`src/rtl/pwm_timer_pkg.sv`:
```
package pwm_timer_pkg;
  localparam int DATA_W = 32;
  localparam int CNT_W  = 10;
  localparam int DIV_W  = 5;

  localparam int CTRL_WORD  = 0;
  localparam int COUNT_WORD = 1;

  // control word layout
  localparam int EN_BIT      = 0;
  localparam int ONESHOT_BIT = 4;
  localparam int SYNC_BIT    = 11;
  localparam int DIV_LO_BIT  = 15;
  localparam int DIV_HI_LSB  = 16;
  // counter word layout
  localparam int PER_LSB = 16;
  localparam int PH_LSB  = 0;

  typedef struct packed {
    logic [DIV_W-1:0] div;
    logic [CNT_W-1:0] per;
    logic [CNT_W-1:0] ph;
  } timing_t;
endpackage

```
`src/rtl/pwm_timer_regs.sv`:
```
module pwm_timer_regs
  import pwm_timer_pkg::*;
#(
  parameter int ADDR_W = 2
) (
  input  logic              clk_i,
  input  logic              rst_ni,
  input  logic              wr_en_i,
  input  logic [ADDR_W-1:0] addr_i,
  input  logic [DATA_W-1:0] wdata_i,
  output logic [DATA_W-1:0] rdata_o,
  input  logic              boundary_i,
  output logic              run_o,
  output timing_t           act_o
);
  logic    en_q, en_nxt;
  logic    oneshot_q, oneshot_nxt;
  logic    sync_q, sync_nxt;
  timing_t stg_q, stg_nxt;
  timing_t act_q, act_nxt;
  logic    ctrl_wr, cnt_wr, load;
  logic    unused_wdata;

  assign unused_wdata = ^wdata_i;
  assign ctrl_wr = wr_en_i && (addr_i == ADDR_W'(CTRL_WORD));
  assign cnt_wr  = wr_en_i && (addr_i == ADDR_W'(COUNT_WORD));

  always_comb begin
    stg_nxt     = stg_q;
    sync_nxt    = sync_q;
    oneshot_nxt = oneshot_q;
    if (ctrl_wr) begin
      stg_nxt.div = {wdata_i[DIV_HI_LSB +: DIV_W-1], wdata_i[DIV_LO_BIT]};
      sync_nxt    = wdata_i[SYNC_BIT];
      oneshot_nxt = wdata_i[ONESHOT_BIT];
    end
    if (cnt_wr) begin
      stg_nxt.per = wdata_i[PER_LSB +: CNT_W];
      stg_nxt.ph  = wdata_i[PH_LSB +: CNT_W];
    end
    // commit from next-state staging so same-cycle writes are not lost
    load    = !sync_nxt && (!en_q || boundary_i);
    act_nxt = load ? stg_nxt : act_q;

    en_nxt = en_q;
    if (en_q && boundary_i &&
        (oneshot_q || act_nxt.per == '0 || act_nxt.ph == '0))
      en_nxt = 1'b0;
    if (ctrl_wr)
      en_nxt = wdata_i[EN_BIT] && (act_nxt.per != '0) && (act_nxt.ph != '0);
  end

  always_ff @(posedge clk_i or negedge rst_ni) begin
    if (!rst_ni) begin
      en_q      <= 1'b0;
      oneshot_q <= 1'b0;
      sync_q    <= 1'b0;
      stg_q     <= '0;
      act_q     <= '0;
    end else begin
      en_q      <= en_nxt;
      oneshot_q <= oneshot_nxt;
      sync_q    <= sync_nxt;
      stg_q     <= stg_nxt;
      act_q     <= act_nxt;
    end
  end

  always_comb begin
    rdata_o = '0;
    if (addr_i == ADDR_W'(CTRL_WORD)) begin
      rdata_o[EN_BIT]                 = en_q;
      rdata_o[ONESHOT_BIT]            = oneshot_q;
      rdata_o[SYNC_BIT]               = sync_q;
      rdata_o[DIV_LO_BIT]             = stg_q.div[0];
      rdata_o[DIV_HI_LSB +: DIV_W-1]  = stg_q.div[DIV_W-1:1];
    end else if (addr_i == ADDR_W'(COUNT_WORD)) begin
      rdata_o[PER_LSB +: CNT_W] = stg_q.per;
      rdata_o[PH_LSB +: CNT_W]  = stg_q.ph;
    end
  end

  assign run_o = en_q;
  assign act_o = act_q;


  run_nonzero_chk: assert property (@(posedge clk_i) disable iff (!rst_ni)
    en_q |-> (act_q.per != '0) && (act_q.ph != '0));

  sync_hold_chk: assert property (@(posedge clk_i) disable iff (!rst_ni)
    sync_q |-> $stable(act_q));

  oneshot_stop_chk: assert property (@(posedge clk_i) disable iff (!rst_ni)
    en_q && boundary_i && oneshot_q && !ctrl_wr |=> !en_q);
endmodule

```
`src/rtl/pwm_timer_prescaler.sv`:
```
module pwm_timer_prescaler
  import pwm_timer_pkg::*;
#(
  parameter int DIV_MAX = 24
) (
  input  logic             clk_i,
  input  logic             rst_ni,
  input  logic             run_i,
  input  logic [DIV_W-1:0] div_i,
  output logic             tick_o
);
  localparam int PRE_W = (DIV_MAX > 0) ? DIV_MAX : 1;

  logic [DIV_W-1:0] div_eff;
  logic [PRE_W:0]   one_sh;
  logic [PRE_W-1:0] mask, pre_q;

  assign div_eff = (div_i > DIV_W'(DIV_MAX)) ? DIV_W'(DIV_MAX) : div_i;
  assign one_sh  = (PRE_W+1)'(1) << div_eff;
  assign mask    = one_sh[PRE_W-1:0] - PRE_W'(1);
  assign tick_o  = run_i && (pre_q == mask);

  always_ff @(posedge clk_i or negedge rst_ni) begin
    if (!rst_ni)                pre_q <= '0;
    else if (!run_i || tick_o)  pre_q <= '0;
    else                        pre_q <= pre_q + PRE_W'(1);
  end


  tick_spacing_chk: assert property (@(posedge clk_i) disable iff (!rst_ni)
    run_i && tick_o && (div_i != '0) |=> !tick_o || (div_i == '0));
endmodule

```
`src/rtl/pwm_timer_counter.sv`:
```
module pwm_timer_counter
  import pwm_timer_pkg::*;
(
  input  logic             clk_i,
  input  logic             rst_ni,
  input  logic             run_i,
  input  logic             tick_i,
  input  logic [CNT_W-1:0] per_i,
  input  logic [CNT_W-1:0] ph_i,
  output logic             boundary_o,
  output logic             pwm_o
);
  logic [CNT_W-1:0] cnt_q;
  logic             last;

  assign last       = cnt_q >= (per_i - CNT_W'(1));
  assign boundary_o = tick_i && last;
  assign pwm_o      = run_i && (cnt_q < ph_i);

  always_ff @(posedge clk_i or negedge rst_ni) begin
    if (!rst_ni)      cnt_q <= '0;
    else if (!run_i)  cnt_q <= '0;
    else if (tick_i)  cnt_q <= last ? '0 : cnt_q + CNT_W'(1);
  end


  cnt_in_period_chk: assert property (@(posedge clk_i) disable iff (!rst_ni)
    run_i && (per_i != '0) |-> cnt_q < per_i);

  high_at_start_chk: assert property (@(posedge clk_i) disable iff (!rst_ni)
    run_i && (cnt_q == '0) |-> pwm_o);

  stop_clears_chk: assert property (@(posedge clk_i) disable iff (!rst_ni)
    !run_i |=> (cnt_q == '0) || run_i);
endmodule

```
`src/rtl/pwm_timer.sv`:
```
module pwm_timer
  import pwm_timer_pkg::*;
#(
  parameter int DIV_MAX = 24,
  parameter int ADDR_W  = 2
) (
  input  logic              clk_i,
  input  logic              rst_ni,
  input  logic              wr_en_i,
  input  logic [ADDR_W-1:0] addr_i,
  input  logic [31:0]       wdata_i,
  output logic [31:0]       rdata_o,
  output logic              pwm_o
);
  timing_t act;
  logic    run, tick, boundary;

  pwm_timer_regs #(.ADDR_W(ADDR_W)) u_regs (
    .clk_i      (clk_i),
    .rst_ni     (rst_ni),
    .wr_en_i    (wr_en_i),
    .addr_i     (addr_i),
    .wdata_i    (wdata_i),
    .rdata_o    (rdata_o),
    .boundary_i (boundary),
    .run_o      (run),
    .act_o      (act)
  );

  pwm_timer_prescaler #(.DIV_MAX(DIV_MAX)) u_pre (
    .clk_i  (clk_i),
    .rst_ni (rst_ni),
    .run_i  (run),
    .div_i  (act.div),
    .tick_o (tick)
  );

  pwm_timer_counter u_cnt (
    .clk_i      (clk_i),
    .rst_ni     (rst_ni),
    .run_i      (run),
    .tick_i     (tick),
    .per_i      (act.per),
    .ph_i       (act.ph),
    .boundary_o (boundary),
    .pwm_o      (pwm_o)
  );


  idle_low_chk: assert property (@(posedge clk_i) disable iff (!rst_ni)
    !run |-> !pwm_o);
endmodule

```
`config.mk`:
```
export PLATFORM = sky130hd
export DESIGN_NAME = pwm_timer
export DESIGN_NICKNAME = d
export VERILOG_FILES = /design/src/rtl/pwm_timer_pkg.sv /design/src/rtl/pwm_timer_regs.sv /design/src/rtl/pwm_timer_prescaler.sv /design/src/rtl/pwm_timer_counter.sv /design/src/rtl/pwm_timer.sv
export SDC_FILE = /design/constraint.sdc
export NUM_CORES = 1
export LEC_CHECK = 0
export ABC_AREA = 1
export BUFFER_PORTS_ARGS = -buffer_cell sky130_fd_sc_hd__buf_2
export CAP_MARGIN = 20
export CELL_PAD_IN_SITES_DETAIL_PLACEMENT = 1
export CELL_PAD_IN_SITES_GLOBAL_PLACEMENT = 2
export CORE_ASPECT_RATIO = 1.1
export CORE_MARGIN = 8
export CORE_UTILIZATION = 30
export CTS_BUF_LIST = sky130_fd_sc_hd__clkbuf_16
export DETAILED_ROUTE_END_ITERATION = 8
export PLACE_DENSITY_LB_ADDON = 0.1
export SLEW_MARGIN = 30
export SYNTH_ARGS = -nofsm -noshare
export SYNTH_HDL_FRONTEND = slang
export SYNTH_HIERARCHICAL = 1
export SYNTH_SLANG_ARGS = --single-unit
```
`constraint.sdc`:
```
create_clock -name clk_i -period 3.2 [get_ports clk_i]
set_input_delay 0.16 -clock clk_i [delete_from_list [all_inputs] [get_ports clk_i]]
set_output_delay 0.16 -clock clk_i [all_outputs]
set_load 0.005 [all_outputs]
```
; Word level (Yosys, flattened, before mapping)
; Cells that the tools add are included.
[totals]
inputBits = 37
register_bits = 87
[op_classes]
addsub = 4
n_reduce_logical = 22
magnitude_cmp = 3
n_eq_ne = 3
n_shift = 1
mux = 21
[op_table]
columns = cell, n
row1 = 10-bit 2-to-1 mux, 5
row2 = 20-bit 2-to-1 mux, 2
row3 = 24-bit by 1-bit adder with 24-bit output (second input constant), 1
row4 = 24-bit equality test, 1
row5 = 24-bit 2-to-1 mux, 1
row6 = 1-bit by 5-bit left shift with 24-bit output (first input constant), 1
row7 = 24-bit by 1-bit subtractor with 24-bit output (second input constant), 1
row8 = 10-bit zero test, 2
row9 = 10-bit nonzero test, 2
row10 = 5-bit 2-to-1 mux, 3
row11 = 10-bit by 1-bit adder with 10-bit output (second input constant), 1
row12 = 10-bit greater-or-equal comparator, 1
row13 = 1-bit logical AND, 10
row14 = 10-bit less-than comparator, 1
row15 = 10-bit by 1-bit subtractor with 10-bit output (second input constant), 1
row16 = 1-bit 2-to-1 mux, 7
row17 = 6-bit 2-to-1 mux, 1
row18 = 5-bit > comparator (second input constant), 1
row19 = 1-bit logical OR, 4
row20 = 4-bit 2-to-1 mux, 1
row21 = 3-bit 2-to-1 mux, 1
row22 = 2-bit by 1-bit equality test with 1-bit output (second input constant), 1
row23 = 1-bit zero test, 2
row24 = 2-bit zero test, 1
row25 = other kinds (2), 2

; Longest topological paths before layout
; Gate-level depths: netlist of run 1.
[logic_depth]
word_depth = 16
ltp_mapped = 31
mapped_depth_nobuf = 28

; Cells and area by module
; The synthesis of run 1 kept the hierarchy.
[modules_own_cells]
columns = mod, n_inst, cells_per_inst, area_each_um2
row1 = pwm_timer_regs, 1, 346, 2610.0
row2 = pwm_timer_prescaler, 1, 406, 2514.9
row3 = pwm_timer_counter, 1, 195, 1285.0

; Least setup slack after synthesis of run 1
; No wires, ideal clock.
[synth_path]
kind = reg2reg
start = register u_regs.act_q (netlist bit u_regs/act_o[22])
end = register u_regs.en_q (netlist: u_regs/run_o)
period_less_slack_ps = 3444
arrival_ps = 3326
setup_slack_ps = -244
n_path_buf = 3
setup_time_ps = 117
path_stages_with_launch = 28
path_cell_list = dfrtp_1 -> buf_4 -> inv_2 -> buf_4 -> nand2_1 -> nor2_2 -> nand3_1 -> ha_1 -> xnor2_1 -> a21oi_1 -> nand3_1 -> nor2_1 -> nand3b_1 -> nor2_1 -> nand3_1 -> nor3_1 -> o21ai_0 -> inv_1 -> inv_1 -> nand2_1 -> nand3_4 -> buf_6 -> o21ai_1 -> nand2_1 -> nor2_1 -> nand3_1 -> nand3_1 -> nand2_1
[synth_between]
elab_chain_len = 15
word_cells_on_any_way = 22
classes_between = add/sub: 1 / order compare: 1 / eq/ne: 1 / shift: 1 / mux: 3 / reduce/logical: 15
[synth_rtl]
columns = item, line
row1 = from (decl), pwm_timer_regs.sv:20  ; timing_t act_q, act_nxt;
row2 = from (signal assigned), pwm_timer_regs.sv:65  ; act_q <= act_nxt;
row3 = 5-bit > comparator, pwm_timer_prescaler.sv:18  ; assign div_eff = (div_i > DIV_W'(DIV_MAX)) ? DIV_W'(DIV_MAX) : div_i;
row4 = 5-bit 2-to-1 mux *, pwm_timer_prescaler.sv:18
row5 = 1-bit by 5-bit left shift with 24-bit output *, pwm_timer_prescaler.sv:19  ; assign one_sh = (PRE_W+1)'(1) << div_eff;
row6 = 24-bit by 1-bit subtractor with 24-bit output *, pwm_timer_prescaler.sv:20  ; assign mask = one_sh[PRE_W-1:0] - PRE_W'(1);
row7 = 24-bit equality test *, pwm_timer_prescaler.sv:21  ; assign tick_o = run_i && (pre_q == mask);
row8 = 1-bit logical AND *, pwm_timer_prescaler.sv:21
row9 = named net tick, pwm_timer.sv:16  ; logic run, tick, boundary;
row10 = 1-bit logical AND *, pwm_timer_counter.sv:17  ; assign boundary_o = tick_i && last;
row11 = named net boundary, pwm_timer.sv:16
row12 = 1-bit logical OR, pwm_timer_regs.sv:42  ; load = !sync_nxt && (!en_q || boundary_i);
row13 = 1-bit logical AND, pwm_timer_regs.sv:42
row14 = 20-bit 2-to-1 mux, pwm_timer_regs.sv:43  ; act_nxt = load ? stg_nxt : act_q;
row15 = 10-bit zero test, pwm_timer_regs.sv:47  ; (oneshot_q || act_nxt.per == '0 || act_nxt.ph == '0))
row16 = 1-bit logical OR (2 in a row), pwm_timer_regs.sv:47
row17 = 1-bit logical AND, pwm_timer_regs.sv:46  ; if (en_q && boundary_i &&
row18 = 2-bit nonzero test (no line), --
row19 = to (signal assigned), pwm_timer_regs.sv:61  ; en_q <= en_nxt;
row20 = to (decl), pwm_timer_regs.sv:16  ; logic en_q, en_nxt;
; The timed path passes the listed nets; every way through them passes the cells marked *.
; A chain may end at the register's enable or synchronous reset.

; Final worst setup path of run 1
; Ends and elaborated chain as after synthesis.

==> results of run 1 <==
-- placed cells by master, fill, tap and decap left out, types with 3 or more instances in the layout --
master / Yosys / layout
a21oi_1: 11 / 10
and2_1: 4 / 4
buf_12: 0 / 7
buf_2: 8 / 48
buf_4: 15 / 135
buf_6: 4 / 11
clkbuf_16: 0 / 11
clkinv_1: 3 / 3
conb_1: 1 / 10
dfrtp_1: 87 / 86
ha_1: 23 / 22
inv_1: 166 / 155
inv_2: 6 / 15
nand2_1: 270 / 239
nand2_2: 4 / 22
nand2_4: 1 / 14
nand3_1: 82 / 75
nand3_2: 2 / 8
nand3b_1: 6 / 6
nand4_1: 20 / 20
nor2_1: 82 / 76
nor2_2: 4 / 7
nor2_4: 6 / 10
nor3_1: 38 / 13
nor3_2: 1 / 22
nor3_4: 0 / 4
o21ai_0: 15 / 13
o21ai_1: 19 / 15
o21ai_2: 2 / 6
xnor2_1: 13 / 11
xor2_1: 37 / 33
xor2_2: 0 / 4
-- registers in the layout, summed over array words and instances, names as in the netlist --
register and cells:
u_regs/stg_q 25, u_regs/sync_q 1, u_regs/oneshot_q 1, u_regs/act_o 25
u_cnt/cnt_q 10, u_regs/run_o 1, u_pre/pre_q 24
-- worst max path at each step --
stage | start | endpoint | depth (start not counted)
global route | u_regs/act_o[22] | u_regs/run_o | 29
floorplan | u_regs/act_o[22] | u_regs/run_o | 29
global placement | u_regs/act_o[24] | u_regs/run_o | 23
CTS | u_regs/act_o[22] | u_regs/run_o | 25
detailed placement | u_regs/act_o[22] | u_regs/run_o | 27
finish | u_regs/act_o[22] | u_regs/run_o | 29
-- layout make-up --
cell class	instances	area [µm²]	area share (%)
Clock buffer	9	225	2.51
Inverter	175	666	7.41
Tap cell	290	363	4.04
Timing Repair inverter	1	7.51	0.0836
Clock inverter	7	95.1	1.06
Timing Repair Buffer	204	1580	17.6
Multi-Input combinational cell	664	3870	43.1
Sequential cell	87	2180	24.2
-- per-stage QoR --
| stage | utilization, % | total power, mW | setup TNS [ps] | worst slack [ps] | hold WS, ps |
|---|---|---|---|---|---|
| 2_1_floorplan | - | 3.64 | 0 | 5.70 | -136 |
| 3_3_place_gp | 37.0 | 5.56 | -1600 | -312 | 138 |
| 3_5_place_dp | 37.0 | 5.58 | -2460 | -369 | 144 |
| 4_1_cts | 40.5 | 7.31 | -3890 | -237 | 41.2 |
| 5_1_grt | 42.5 | 8.24 | -23140 | -735 | 76.9 |
| 6_report | 42.5 | 7.61 | -10470 | -440 | 61.1 |
-- synthesized netlist by cell type --
cell | n | share of area (%)
xor2_1 | 37 | 5.1
nor3_1 | 38 | 3.0
nand3_2 | 2 | 0.31
o21a_1 | 1 | 0.12
ha_1 | 23 | 4.5
o21ai_1 | 19 | 1.5
a21oi_1 | 11 | 0.86
inv_1 | 166 | 9.7
nand4_1 | 20 | 2.0
o21bai_1 | 2 | 0.23
a41o_1 | 1 | 0.16
o21ai_0 | 15 | 1.2
nor3_2 | 1 | 0.16
nand2_1 | 270 | 16
a41oi_1 | 1 | 0.14
nor2_2 | 4 | 0.39
xnor2_1 | 13 | 1.8
nor4_1 | 1 | 0.098
clkbuf_1 | 4 | 0.23
nand3_1 | 82 | 6.4
nor2_4 | 6 | 1.1
nand3b_1 | 6 | 0.70
buf_6 | 4 | 0.70
and2_1 | 4 | 0.39
nand2_2 | 4 | 0.39
dfrtp_1 | 87 | 34
clkinv_1 | 3 | 0.18
inv_2 | 6 | 0.35
nand2_4 | 1 | 0.18
o211ai_1 | 2 | 0.23
o21ai_2 | 2 | 0.27
a21boi_2 | 1 | 0.18
conb_1 | 1 | 0.059
nor2_1 | 82 | 4.8
buf_2 | 8 | 0.62
a22o_1 | 1 | 0.14
nand3_4 | 1 | 0.27
buf_4 | 15 | 1.8
a21o_1 | 2 | 0.23
-- critical path: cells and delay by family (launching register included) --
kind,cells,cell delay (ps)
buffers and inverters,8,950
flip-flops,1,400
AND/OR/NAND/NOR,18,1860
AO/OA/AOI/OAI,3,330
-- kinds of logic (layout without fill, tap and decap cells) --
| group | after synthesis | after routing | synth area share [%] |
|---|---|---|---|
| AO/OA/AOI/OAI | 58 | 58 | 5.21 |
| XOR/XNOR | 50 | 50 | 6.83 |
| adder cells (fa/ha/maj) | 23 | 23 | 4.49 |
| buffers and inverters | 206 | 396 | 13.6 |
| flip-flops | 87 | 87 | 34.0 |
| other | 1 | 10 | 0.0585 |
| AND/OR/NAND/NOR | 522 | 523 | 35.9 |
-- power by group --
part,leakage [nW],internal (mW),switching (mW),total (mW)
clock network,0.158,0.688,0.476,1.16
logic,3.52,2.37,2.56,4.93
registers,1.06,1.33,0.186,1.52
total,4.74,4.39,3.22,7.61
-- per-layer routing --
metal	up-vias	global-route usage, %	wire length [µm]
met4	0	4.77	439
met5	-	0	0
li1	3304	-	-
met1	3173	19.7	9490
met3	30	2.06	342
met2	62	34.0	12600
-- timing repair --
item | CTS | global route
endpoints found under the setup margin | 25 | 60
pin swaps | 18 | 25
buffers inserted | 23 | 16
hold endpoints to repair | 31 | 0
gates resized for setup | 50 | 78
cloned | 1 | 4
hold buffers | 1 | 0
==> impl_metrics.yaml, run 1 <==
synthesis:
  synthCells: 947
  seq_area_frac_synth_pct: 34.0
  yosys_register_bits: 87
  ys_types: 39
  yosysWarnings: 6
  syn_avg_cell_area_um2: 6.77
  synth_area_um2: 6410
worst_setup_path:
  end_kind: "flip-flop"
  regToRegSetupSlack_ps: -440
  slowest_delay_ps: 400
  arrival_ps: 3870
  regToRegStartpoint: "u_regs/act_o[22]"
  crit_fanout: 4
  required_ps: 3430
  critPathSlowestCell: "dfrtp_1"
  rr_worst_depth: 29
  timing.rr.end: "u_regs/run_o"
  start_kind: "flip-flop"
  path_class: "reg -> reg"
  cp_common_cell: "nand2_1"
floorplanning:
  dieArea_um2: 26300
  fp.dieW_um: 155
  pin_count: 70
  core_area_um2: 21200
  start_util_pct: 30.3
  fp-row-count: 56
  die_h_um: 169
place:
  io_buffers: 49
  gp_congestion: 0.882
  dp.cells: 1383
  hpwl_um: 17500
  placed_area_um2: 7830
grt:
  grt_pass1_wl_um: 36800
  grt_usage_pct: 17.6
  gr-total-overflow: 0
  grt_pass1_vias: 7087
  grt_antenna_before_repair: 0
  grt_max_degree: 34
timing:
  rsz0062_at_grt: "true"
  period_needed_ps: 3640
  fmax_mhz: 275
  post-route-period-util_pct: 114
  maxSlewHeadroom_pct: 55.5
  setup_violations: 50
  worst_pin_slew_ps: 666
  setup_ws_ps: -440
  hold_viol: 0
  drv_slew: 0
  clock_skew_ps: 9.88
power_and_ir_drop:
  p_per_area_nw_per_um2: 847
  p_leak_nw: 4.74
  ir_drop_v: 0.000318
layout:
  diodes: 0
  areaGrowthSynthToFinish_pct: 40.2
  layout.nets: 1202
  drive_gt1_share_pct: 30.0
  num-fill-cells: 2714
  final_area_um2: 8980
  final_cells: 1437
drt:
  routed_via_density: 4.57
  ant_nets: 0
  first_pass_iters: 4
  routedWlPerCell_um: 15.9
  drc: 0
  wirelength_um: 22900
  vias: 6569
  drtIter0Drc: 196
cts:
  cts_buffer_depth: 2
  tritoncts: "built"
  cts_buffers: 9
  cts.sink_count: 87
  worstSkewPairLatency_ps: 350
  cts.clk_slew.worst_paths_ps: 70
  ctsRootBufferMaster: "clkbuf_16"
  htreeDepth: 3
min_path:
  hold_end: "u_regs/stg_q[24]"
  hold_path_class: "in -> reg"
  whs_path_depth: 3
  min_from: "wdata_i[19]"
outcome:
  failed_checks: "negative setup slack"
  outcome: "finished with violations"
job:
  cap_violations: 0
(Power assumes the default switching activity.)
==> inputs of run 2 (changes only) <==
CORE_UTILIZATION = 36   (was 30)
clock period = 4.58 ns   (was 3.2 ns; I/O delays follow)
==> run 2 against run 1 <==
Compared with the run above:
- first-iteration DRC count is 9.2% lower
- non-clock buffer count is 143 lower
- clock skew hardly changed
- sequential share of layout area is 5.9 points higher
- maximum frequency is 11% lower
- critical path depth is 4 lower
- die area is 15% lower
- largest cell class unchanged
- the flow now finishes without violations
- critical path type unchanged
==> impl_metrics.yaml, run 2 (synthesis results as in run 1) <==
layout:
  areaGrowthSynthToFinish_pct: 12.7
  diodes: 0
  final_common_cell: "nand2_1"
  layout.nets: 1057
  num-fill-cells: 2293
  multi_input_area_um2: 3410
  layout_common_cells: "nand2_1 (270), inv_1 (166), dfrtp_1 (87)"
  drive_gt1_share_pct: 10.5
  post-route-util_pct: 41.2
  final_cells: 1240
  seqCellArea_um2: 2180
timing:
  fmax_mhz: 243
  period_needed_ps: 4110
  worst_pin_slew_ps: 769
  clock_skew_ps: 10.0
  rsz0062_at_grt: "false"
  fin_tns_setup_ps: 0
  post-route-period-util_pct: 89.7
  setup_violations: 0
  drv_slew: 0
  maxSlewHeadroom_pct: 48.7
  hold_viol: 0
place:
  dp.cells: 1223
  hpwl_um: 15100
  io_buffers: 49
  gp_congestion: 0.870
job:
  cap_violations: 0
floorplanning:
  core_area_um2: 17500
  dieArea_um2: 22300
  fp.dieW_um: 143
  die_h_um: 156
  start_util_pct: 36.5
  pin_count: 70
  fp-row-count: 51
cts:
  htreeDepth: 3
  worstSkewPairLatency_ps: 350
  ctsRootBufferMaster: "clkbuf_16"
  tritoncts: "built"
  cts.sink_count: 87
  cts.clk_slew.worst_paths_ps: 70
  cts_buffer_depth: 2
  cts_buffers: 9
grt:
  grt_pass1_wl_um: 31800
  grt_max_degree: 58
  grt_antenna_before_repair: 0
  grt_pass1_vias: 6282
  gr-total-overflow: 0
  grt_usage_pct: 18.2
worst_setup_path:
  crit_fanout: 18
  end_kind: "flip-flop"
  regToRegSetupSlack_ps: 470
  required_ps: 4820
  path_class: "reg -> reg"
  start_kind: "flip-flop"
  arrival_ps: 4340
drt:
  vias: 5875
  routedWlPerCell_um: 15.4
  drc: 0
  first_pass_iters: 6
  ant_nets: 0
  routed_via_density: 4.74
  drtIter0Drc: 178
  wirelength_um: 19100
power_and_ir_drop:
  p_per_area_nw_per_um2: 536
  p_leak_nw: 3.90
  p_int_mw: 2.11
  p_comb_share_pct: 50.3
  p_clk_share_pct: 22.4
  p_switching_mw: 1.76
  ir_drop_v: 0.000228
  switching_share_pct: 45.5
  p_seq_share_pct: 27.3
outcome:
  outcome: "complete, no violations"
min_path:
  hold_path_class: "in -> reg"
## run 2: cell types whose count changed in the layout (fill, tap and decap cells not counted), moves of 7 or more
cell     delta
buf_4     -123
nand2_1    +31
nor3_1     +24
nor3_2     -20
nand2_2    -18
nand2_4    -13
buf_6      -11
inv_1      +11
inv_2       -9
buf_12      -7
nand3_1     +7
## run 2: worst paths after layout
kind	to	from	cells after the start
setup / recovery	u_regs/run_o	u_regs/act_o[21]	25
hold / removal	u_regs/stg_q[23]	wdata_i[18]	3
setup reg to reg	u_regs/run_o	u_regs/act_o[21]	25
hold reg to reg	u_regs/stg_q[22]	u_regs/stg_q[22]	2
max in group asynchronous	u_regs/stg_q[3]	rst_ni	3
min in group asynchronous	u_regs/stg_q[6]	rst_ni	2
## run 2: area by class of cell
| class | instances | area share [%] |
|---|---|---|
| inverters | 175 | 9.09 |
| flip-flops and latches | 87 | 30.1 |
| multi-input cells | 663 | 47.2 |
| well taps | 238 | 4.12 |
| clock buffers | 9 | 3.12 |
| clock inverters | 7 | 1.66 |
| repair buffers | 61 | 4.71 |
## run 2: through the flow
stage	hold slack, ps	total power, mW	area [µm²]	worst slack [ps]
2_1_floorplan	-66.6	2.50	6440	1140
3_3_place_gp	370	3.01	6860	393
3_5_place_dp	366	3.04	6860	291
4_1_cts	105	3.93	7210	231
5_1_grt	127	4.25	7220	57.2
6_report	118	3.87	7220	473
## run 2: worst max-delay path: stages (launching register included)
cell and delay [ps]:
dfrtp_1 440, inv_1 180, nand2_1 140, nor2_2 210, nand3_1 140, ha_1 330
xnor2_1 130, a21oi_1 190, nand3_1 120, nor2_1 100, nand3b_1 90, nor2_1 200
nand3_1 130, nor3_2 250, o21ai_0 170, inv_1 90, inv_1 70, nand2_1 120
nand3_4 90, buf_4 210, o21ai_2 180, nand2_1 70, nor2_1 80, nand3_1 110
nand3_1 100, nand2_1 50
## run 2: metal layers
| metal | vias up | wire (µm) | global-route usage (%) |
|---|---|---|---|
| li1 | 3016 | - | - |
| met1 | 2795 | 7950 | 20.0 |
| met2 | 43 | 10500 | 34.6 |
| met3 | 21 | 263 | 2.33 |
| met4 | 0 | 359 | 6.72 |
| met5 | - | 0 | 0 |
## run 2: what timing repair did
action / 4_1_cts / 5_1_grt
buffers inserted: 0 / 0
hold endpoints to repair: 56 / 0
hold buffers: 1 / 0
resized for setup: 0 / 2
endpoints found under the setup margin: 0 / 1
## run 2: power groups by stage
stage / Clock, mW / Combinational (mW) / Sequential (mW)
after floorplan: 0 / 1.46 / 1.04
after global placement: 0 / 1.93 / 1.08
after detailed placement: 0 / 1.96 / 1.08
after CTS: 0.897 / 1.97 / 1.06
after global routing: 0.926 / 2.24 / 1.08
final: 0.866 / 1.95 / 1.06
==> inputs of run 3 (changes only) <==
--- a/config.mk
+++ b/config.mk
@@ -7,5 +7,5 @@
 export LEC_CHECK = 0
 export ABC_AREA = 1
-export BUFFER_PORTS_ARGS = -buffer_cell sky130_fd_sc_hd__buf_2
+export BUFFER_PORTS_ARGS = -buffer_cell sky130_fd_sc_hd__buf_4
 export CAP_MARGIN = 20
 export CELL_PAD_IN_SITES_DETAIL_PLACEMENT = 1
==> constraint.sdc (replaced) <==
create_clock -name clk_i -period 4.58 [get_ports clk_i]
set_input_delay 0.229 -clock clk_i [delete_from_list [all_inputs] [get_ports clk_i]]
set_output_delay 0.229 -clock clk_i [all_outputs]
set_load 0.01 [all_outputs]
==> run 3 against run 2 <==
Compared with the run above:
- sequential power hardly changed
- combinational power hardly changed
- sequential cell count is the same
- sequential share of layout area fell by 0.27 points
- cell area increased by 0.92%
- clock skew is 1.6 ps lower
- utilization grew 0.38 points
- setup slack better by 81 ps
- critical path depth unchanged
- die area did not move
- largest power group unchanged
- highest routed layer unchanged
==> impl_metrics.yaml, run 3 (synthesis results as in run 1) <==
place:
  io_buffers: 49
  hpwl_um: 15000
  gp_congestion: 0.875
  dp_slack_ps: 376
  placed_area_um2: 6980
floorplanning:
  core_area_um2: 17500
  pin_count: 70
  start_util_pct: 36.5
  dieArea_um2: 22300
  fp-row-count: 51
  die_h_um: 156
  fp.dieW_um: 143
timing:
  fmax_mhz: 248
  worst_pin_slew_ps: 792
  fin_tns_setup_ps: 0
  post-route-period-util_pct: 87.9
  clock_skew_ps: 8.46
  rsz0062_at_grt: "false"
  setup_violations: 0
  setup_ws_ps: 554
  period_needed_ps: 4030
  drv_slew: 0
  maxSlewHeadroom_pct: 47.2
  hold_viol: 0
drt:
  vias: 5885
  routed_via_density: 4.75
  ant_nets: 0
  first_pass_iters: 4
  routedWlPerCell_um: 15.2
  drtIter0Drc: 176
  drc: 0
  wirelength_um: 18800
worst_setup_path:
  arrival_ps: 4270
  rr_worst_depth: 25
  path_class: "reg -> reg"
  start_kind: "flip-flop"
  crit_fanout: 22
  end_kind: "flip-flop"
  required_ps: 4820
grt:
  gr-total-overflow: 0
  grt_usage_pct: 17.8
  grt_pass1_vias: 6165
  grt_pass1_wl_um: 31000
  grt_max_degree: 60
  grt_antenna_before_repair: 0
power_and_ir_drop:
  p_per_area_nw_per_um2: 515
  p_clk_share_pct: 20.0
  p_comb_share_pct: 51.9
  switching_share_pct: 46.5
  p_switching_mw: 1.75
  p_seq_share_pct: 28.1
  ir_drop_v: 0.000215
  p_leak_nw: 3.90
  p_int_mw: 2.01
cts:
  cts_buffer_depth: 2
  cts.sink_count: 87
  htreeDepth: 3
  worstSkewPairLatency_ps: 350
  post-cts-setup-buffers: 0
  ctsRootBufferMaster: "clkbuf_16"
  cts.clk_slew.worst_paths_ps: 70
  tritoncts: "built"
  cts_buffers: 9
layout:
  diodes: 0
  layout_common_cells: "nand2_1 (270), inv_1 (166), dfrtp_1 (87)"
  drive_gt1_share_pct: 10.3
  final_area_um2: 7290
  layout.nets: 1057
  final_common_cell: "nand2_1"
  areaGrowthSynthToFinish_pct: 13.7
min_path:
  whs_path_depth: 3
  hold_path_class: "in -> reg"
outcome:
  outcome: "complete, no violations"
job:
  cap_violations: 0
[run 3: cell count changes in the layout (fill, tap and decap cells not counted), sizes merged]
cell,delta
bufinv,-2
clkinv,+1
inv,+1
[run 3: worst max-delay path: stages (launching register included)]
cell and delay, ps:
dfrtp_1 440, inv_1 180, nand2_1 140, nor2_2 220
nand3_1 140, ha_1 330, xnor2_1 130, a21oi_1 180
nand3_1 110, nor2_1 100, nand3b_1 100, nor2_1 200
nand3_1 120, nor3_2 260, o21ai_0 140, inv_1 70
inv_1 80, nand2_1 130, nand3_4 90, buf_4 210
o21ai_2 160, nand2_1 60, nor2_1 80, nand3_1 100
nand3_1 100, nand2_1 50
[run 3: repair_timing]
action | CTS | global route
hold buffers | 1 | 0
gates resized for setup | 0 | 1
hold endpoints to repair | 17 | 0
setup endpoints to repair | 0 | 1
[run 3: metal layers]
layer / vias up / wire [µm] / track usage [%]
li1: 3008 / - / -
met1: 2783 / 7940 / 19.5
met2: 59 / 9980 / 33.1
met3: 35 / 288 / 2.30
met4: 0 / 631 / 8.62
met5: - / 0 / 0
[run 3: layout make-up]
class / instances / area [µm²]
fillers: 2344 / 10300
multi-input cells: 663 / 3400
flip-flops and latches: 87 / 2180
inverters: 175 / 657
repair buffers: 61 / 460
well taps: 238 / 298
clock buffers: 9 / 225
clock inverters: 7 / 71.3
[run 3: path summary, 6_finish.rpt]
check	startpoint	to	slack (ps)
max in group asynchronous	rst_ni	u_cnt/cnt_q[0]	3170
max	u_regs/act_o[21]	u_regs/run_o	550
min	wdata_i[19]	u_regs/stg_q[24]	110
max reg2reg	u_regs/act_o[21]	u_regs/run_o	550
min in group asynchronous	rst_ni	u_regs/stg_q[6]	500
min reg2reg	u_cnt/cnt_q[0]	u_cnt/cnt_q[0]	520
[run 3: through the flow]
stage,utilization (%),total power [mW],hold WS [ps],instances
2_1_floorplan,-,2.51,-66.6,956
3_3_place_gp,39.8,3.02,373,1223
3_5_place_dp,39.8,3.05,373,1223
4_1_cts,41.5,3.83,92.7,1240
5_1_grt,41.5,4.15,109,1240
6_report,41.5,3.76,110,1240
[run 3: power groups by stage]
| stage | sequential, mW | combinational [mW] | clock [mW] |
|---|---|---|---|
| after CTS | 1.06 | 1.99 | 0.783 |
| after detailed placement | 1.08 | 1.98 | 0 |
| final | 1.06 | 1.95 | 0.752 |
| after global placement | 1.08 | 1.95 | 0 |
| after global routing | 1.08 | 2.26 | 0.810 |
| after floorplan | 1.04 | 1.47 | 0 |
